[src/rtl/mbus_pkg.sv]
package mbus_pkg;

    typedef enum logic {
        MODE_DSTROBE = 1'b0,
        MODE_STROBE  = 1'b1
    } bus_mode_e;

endpackage

[src/rtl/mbus_sync.sv]
module mbus_sync #(
    parameter int             W       = 1,
    parameter int             STAGES  = 2,
    parameter logic [W-1:0]   RST_VAL = '0
) (
    input  logic         clk,
    input  logic         rst_n,
    input  logic [W-1:0] din,
    output logic [W-1:0] dout
);

    logic [W-1:0] chain_d [STAGES];
    logic [W-1:0] chain_q [STAGES];

    always_comb begin
        chain_d[0] = din;
        for (int i = 1; i < STAGES; i++) begin
            chain_d[i] = chain_q[i-1];
        end
    end

    always_ff @(posedge clk or negedge rst_n) begin
        if (!rst_n) begin
            for (int i = 0; i < STAGES; i++) begin
                chain_q[i] <= RST_VAL;
            end
        end else begin
            for (int i = 0; i < STAGES; i++) begin
                chain_q[i] <= chain_d[i];
            end
        end
    end

    assign dout = chain_q[STAGES-1];

endmodule

[src/rtl/mbus_decode.sv]
module mbus_decode
    import mbus_pkg::*;
#(
    parameter int BYTE_W = 8,
    parameter int ADDR_W = 3
) (
    input  logic              clk,
    input  logic              rst_n,
    input  logic [BYTE_W-1:0] ad_s,
    input  logic              ale_s,
    input  logic              rds_s,
    input  logic              wrw_s,
    input  logic              csn_s,
    output logic              wr_stb,
    output logic [ADDR_W-1:0] wr_addr,
    output logic [BYTE_W-1:0] wr_byte
);

    typedef struct packed {
        logic [BYTE_W-1:0] prev_ad;
        logic              prev_ale;
        logic              prev_rds;
        logic              prev_wrw;
        logic              prev_csn;
        bus_mode_e         mode;
        logic [ADDR_W-1:0] addr;
        logic              stb;
        logic [ADDR_W-1:0] stb_addr;
        logic [BYTE_W-1:0] stb_byte;
    } dec_t;

    dec_t st_d, st_q;
    logic ale_rise, ale_fall, strobe_wr, dstrobe_wr;

    always_comb begin
        st_d          = st_q;
        st_d.prev_ad  = ad_s;
        st_d.prev_ale = ale_s;
        st_d.prev_rds = rds_s;
        st_d.prev_wrw = wrw_s;
        st_d.prev_csn = csn_s;
        st_d.stb      = 1'b0;

        ale_rise   = ale_s && !st_q.prev_ale;
        ale_fall   = !ale_s && st_q.prev_ale;
        strobe_wr  = (st_q.mode == MODE_STROBE) && !st_q.prev_wrw && wrw_s
                     && !st_q.prev_csn;
        dstrobe_wr = (st_q.mode == MODE_DSTROBE) && st_q.prev_rds && !rds_s
                     && !st_q.prev_wrw && !st_q.prev_csn;

        if (ale_rise) begin
            st_d.mode = rds_s ? MODE_STROBE : MODE_DSTROBE;
        end
        if (ale_fall) begin
            st_d.addr = st_q.prev_ad[ADDR_W-1:0];
        end
        if (strobe_wr || dstrobe_wr) begin
            st_d.stb      = 1'b1;
            st_d.stb_addr = st_q.addr;
            st_d.stb_byte = st_q.prev_ad;
        end
    end

    always_ff @(posedge clk or negedge rst_n) begin
        if (!rst_n) begin
            st_q.prev_ad  <= '0;
            st_q.prev_ale <= 1'b0;
            st_q.prev_rds <= 1'b1;
            st_q.prev_wrw <= 1'b1;
            st_q.prev_csn <= 1'b1;
            st_q.mode     <= MODE_STROBE;
            st_q.addr     <= '0;
            st_q.stb      <= 1'b0;
            st_q.stb_addr <= '0;
            st_q.stb_byte <= '0;
        end else begin
            st_q <= st_d;
        end
    end

    assign wr_stb  = st_q.stb;
    assign wr_addr = st_q.stb_addr;
    assign wr_byte = st_q.stb_byte;

endmodule

[src/rtl/mbus_regs.sv]
module mbus_regs #(
    parameter int BYTE_W    = 8,
    parameter int NUM_STAGE = 3,
    parameter int ADDR_W    = 3
) (
    input  logic                          clk,
    input  logic                          rst_n,
    input  logic                          wr_stb,
    input  logic [ADDR_W-1:0]             wr_addr,
    input  logic [BYTE_W-1:0]             wr_byte,
    output logic [BYTE_W*NUM_STAGE-1:0]   ctrl_word,
    output logic [BYTE_W*NUM_STAGE-1:0]   init_word
);

    localparam int REG_W = BYTE_W * NUM_STAGE;
    localparam logic [ADDR_W-1:0] A_CTRL = ADDR_W'(NUM_STAGE);
    localparam logic [ADDR_W-1:0] A_INIT = ADDR_W'(NUM_STAGE + 1);

    typedef struct packed {
        logic [NUM_STAGE-1:0][BYTE_W-1:0] stage;
        logic [REG_W-1:0]                 ctrl;
        logic [REG_W-1:0]                 init;
    } regs_t;

    regs_t rg_d, rg_q;

    always_comb begin
        rg_d = rg_q;
        if (wr_stb) begin
            for (int i = 0; i < NUM_STAGE; i++) begin
                if (wr_addr == ADDR_W'(i)) begin
                    rg_d.stage[i] = wr_byte;
                end
            end
            if (wr_addr == A_CTRL) begin
                rg_d.ctrl = rg_q.stage;
            end
            if (wr_addr == A_INIT) begin
                rg_d.init = rg_q.stage;
            end
        end
    end

    always_ff @(posedge clk or negedge rst_n) begin
        if (!rst_n) begin
            rg_q <= '0;
        end else begin
            rg_q <= rg_d;
        end
    end

    assign ctrl_word = rg_q.ctrl;
    assign init_word = rg_q.init;

endmodule

[src/rtl/mbus_regfile.sv]
module mbus_regfile #(
    parameter int BYTE_W      = 8,
    parameter int NUM_STAGE   = 3,
    parameter int ADDR_W      = 3,
    parameter int SYNC_STAGES = 2
) (
    input  logic                        clk,
    input  logic                        rst_n,
    input  logic [BYTE_W-1:0]           ad,
    input  logic                        ale_as,
    input  logic                        rd_ds,
    input  logic                        wr_rw,
    input  logic                        cs_n,
    output logic [BYTE_W*NUM_STAGE-1:0] ctrl_word,
    output logic [BYTE_W*NUM_STAGE-1:0] init_word
);

    localparam int REG_W  = BYTE_W * NUM_STAGE;
    localparam int BUS_W  = BYTE_W + 4;
    localparam int A_CTRL = NUM_STAGE;
    localparam int A_INIT = NUM_STAGE + 1;
    localparam logic [BUS_W-1:0] BUS_IDLE = {{BYTE_W{1'b0}}, 4'b0111};

    logic [BUS_W-1:0]  bus_s;
    logic              wr_stb;
    logic [ADDR_W-1:0] wr_addr;
    logic [BYTE_W-1:0] wr_byte;

    mbus_sync #(
        .W       (BUS_W),
        .STAGES  (SYNC_STAGES),
        .RST_VAL (BUS_IDLE)
    ) u_sync (
        .clk   (clk),
        .rst_n (rst_n),
        .din   ({ad, ale_as, rd_ds, wr_rw, cs_n}),
        .dout  (bus_s)
    );

    mbus_decode #(
        .BYTE_W (BYTE_W),
        .ADDR_W (ADDR_W)
    ) u_decode (
        .clk     (clk),
        .rst_n   (rst_n),
        .ad_s    (bus_s[BUS_W-1:4]),
        .ale_s   (bus_s[3]),
        .rds_s   (bus_s[2]),
        .wrw_s   (bus_s[1]),
        .csn_s   (bus_s[0]),
        .wr_stb  (wr_stb),
        .wr_addr (wr_addr),
        .wr_byte (wr_byte)
    );

    mbus_regs #(
        .BYTE_W    (BYTE_W),
        .NUM_STAGE (NUM_STAGE),
        .ADDR_W    (ADDR_W)
    ) u_regs (
        .clk       (clk),
        .rst_n     (rst_n),
        .wr_stb    (wr_stb),
        .wr_addr   (wr_addr),
        .wr_byte   (wr_byte),
        .ctrl_word (ctrl_word),
        .init_word (init_word)
    );

endmodule

[config.mk]
export PLATFORM = sky130hd
export DESIGN_NAME = mbus_regfile
export DESIGN_NICKNAME = d
export VERILOG_FILES = /design/src/rtl/mbus_pkg.sv /design/src/rtl/mbus_sync.sv /design/src/rtl/mbus_decode.sv /design/src/rtl/mbus_regs.sv /design/src/rtl/mbus_regfile.sv
export SDC_FILE = /design/constraint.sdc
export NUM_CORES = 1
export LEC_CHECK = 0
export ABC_AREA = 1
export CORE_ASPECT_RATIO = 1.25
export CORE_MARGIN = 3
export CORE_UTILIZATION = 40
export CTS_BUF_LIST = sky130_fd_sc_hd__clkbuf_16
export DETAILED_ROUTE_END_ITERATION = 7
export DONT_BUFFER_PORTS = 1
export PLACE_DENSITY = 0.53
export RECOVER_POWER = 25
export SETUP_SLACK_MARGIN = 0.02
export SYNTH_ARGS = -nofsm -noshare
export SYNTH_HDL_FRONTEND = slang
export SYNTH_SLANG_ARGS = --single-unit
[constraint.sdc]
create_clock -name clk -period 2.4 [get_ports clk]
set_clock_uncertainty 0.2 [all_clocks]
set_input_delay 0.6 -clock clk [delete_from_list [all_inputs] [get_ports clk]]
set_output_delay 0.6 -clock clk [all_outputs]
set_load 0.01 [all_outputs]
==> impl_metrics.toml <==
[setup_path]
crit_top_cell = "nand2_1"
regToRegEndpoint = "u_decode.wr_byte[1]"
path_class = "reg -> reg"
crit_path_top_delay_cell = "dfstp_2"
startpoint_type = "register"
rrSetupSlack_ps = 750
crit_arrival_ps = 1740
r2r_cells = 5
cp_max_fo = 12
reg2reg_from = "u_decode.st_q[15]"
cp-startpoint = "u_decode.st_q[15]"
critPathMaxStageDelay_ps = 520
end_kind = "register"
path_cells = "inv_1 > nand2_1 > nand2_1 > nand2_1 > nand2_1"
worstPathRequired_ps = 2490

[global_routing]
grt_pass1_wl_mm = 12.4
grt_usage = 0.127
grt_pass1_vias = 2507
grt_max_degree = 125
grt_overflow = 0
antenna_found_initial = 0

[finish]
fillCellCount = 1032
final_nets = 415
fin_util = 0.457
stdcell_area_um2 = 5140
synthToLayoutAreaGrowth_pct = 10.2
diodes = 0
final_common_cell = "dfrtp_1"
fin_cells = 549
drive_above_1_share = 0.116
final_cell_mix = "114 x dfrtp_1, 103 x nand2_1, 53 x o21ai_0"

[synthesis]
synthCells = 431
ys_types = 19
synth_area_per_cell_um2 = 10.8
synth_seq_area_share = 0.668
yosys_warnings = 0
synth-seq-cells = 124
syn_area_um2 = 4660
synth_nets = 445

[place]
post-place-ws_ps = 750
place_congestion = 0.765
dp_hpwl_mm = 4.68
postPlaceCellArea_um2 = 4370
io_buffers = 0
dp.cells = 505

[route]
drt_iter0_drc = 103
vias = 2508
drc = 0
post_drt_wl_per_cell_um = 13.5
drt.antenna.violating_nets = 0
drtPass1Iterations = 5
viasPerCell = 4.57
wl_mm = 7.44

[cts]
insertion_delay_ps = 390
cts-htree-levels = 4
cts_root_buf = "clkbuf_16"
cts_hold_buf = 3
numCtsBuffers = 17
cts_tree = "done"
cts.clk_slew.worst_paths_ps = 50
clock-sinks = 124
ctsLongestPathBuffers = 2
post-cts-setup-buffers = 0
post_cts_resized = 0

[power_and_ir_drop]
power_density_nw_per_um2 = 1240
p_leak_nw = 2.42
peakVddDrop_uv = 492
total_power_mw = 6.36

[status]
violations = "negative hold slack"
status = "finished with violations"

[floorplan]
design.core.area_um2 = 11200
io_pins = 62
std_cell_rows = 43
fp.dieH_um = 127
dieArea_um2 = 13000
start_util = 0.415
die_x_um = 103

[sta]
timing.hold.ws_ps = -303
period_needed_ps = 1650
max-slew-margin-rel = 0.661
fmax_ghz = 0.605
rsz0062_at_grt = "false"
fin_crit_sh = 0.689
tightest_slew_ps = 507
setup_violations = 0
hold_viol = 124
fin_ws_ps = 746
fin_tns_setup_ps = 0
final_max_slew_viol_count = 0

[worst_hold_path]
hp-class = "in -> async"

[flow_run]
drv_cap = 0
==> cell type report <==
type	instances	area, um^2	area share
flip-flops and latches	124	3120	0.606
multi-input cells	200	898	0.175
clock buffers	17	425	0.0828
clock inverters	15	225	0.0438
well taps	135	169	0.0329
inverters	43	161	0.0314
repair buffers	15	143	0.0278
==> logic make-up (layout without fill, tap and decap cells) <==
kind of cell	Yosys count	after routing	synth area share
flops	124	124	0.668
simple gates	123	123	0.107
buf+inv	107	90	0.139
compound gates	77	77	0.0861
==> flip-flops by register name, indices dropped and copies added, names as in the netlist <==
register / flops
u_regs.ctrl_word: 24
u_regs.init_word: 24
u_regs.rg_q: 24
u_decode.st_q: 16
u_sync.chain_d: 12
u_sync.dout: 12
u_decode.wr_byte: 8
u_decode.wr_addr: 3
u_decode.wr_stb: 1
==> per-layer routing <==
metal | up-vias | GRT usage | part of all wire
li1 | 1242 | - | -
met5 | - | 0 | 0
met4 | 0 | 0.0625 | 0.020
met3 | 9 | 0.0528 | 0.050
met1 | 1192 | 0.158 | 0.44
met2 | 65 | 0.189 | 0.49
==> worst max-delay path by stage <==
stage                                       to  slack, ps  cells after the start
after floorplan           u_regs.init_word[17]       1050                      6
after global placement     u_decode.wr_addr[2]        800                      5
after detailed placement   u_decode.wr_addr[2]        750                      5
after CTS                  u_decode.wr_addr[2]        730                      5
after global routing       u_decode.wr_addr[1]        550                      5
final                      u_decode.wr_byte[1]        750                      5
==> report_power, final <==
part | total, mW | switching [mW] | internal, mW | leakage [nW]
registers | 2.96 | 0.385 | 2.58 | 1.59
logic | 0.624 | 0.382 | 0.242 | 0.514
clock network | 2.78 | 0.851 | 1.93 | 0.315
==> Yosys cell counts <==
library cell | n | area, um^2
nand3_2 | 2 | 20.0
o21ai_1 | 18 | 90.1
dfstp_2 | 10 | 263
buf_4 | 48 | 360
o21ai_0 | 53 | 265
nor2_1 | 3 | 11.3
buf_2 | 3 | 15.0
or2_0 | 1 | 6.26
buf_6 | 7 | 78.8
o21ai_2 | 4 | 35.0
buf_8 | 1 | 15.0
dfrtp_1 | 114 | 2850
clkbuf_1 | 5 | 18.8
a21oi_1 | 1 | 5.00
nor2_2 | 2 | 12.5
nand2_1 | 103 | 387
inv_1 | 43 | 161
nand3_1 | 12 | 60.1
a31oi_1 | 1 | 6.26
==> critical path: cells and delay by family (launching register included) <==
kind          cells  cell delay (ps)
flops             1              520
simple gates      4              770
buf+inv           1               40
(Power assumes the default switching activity.)
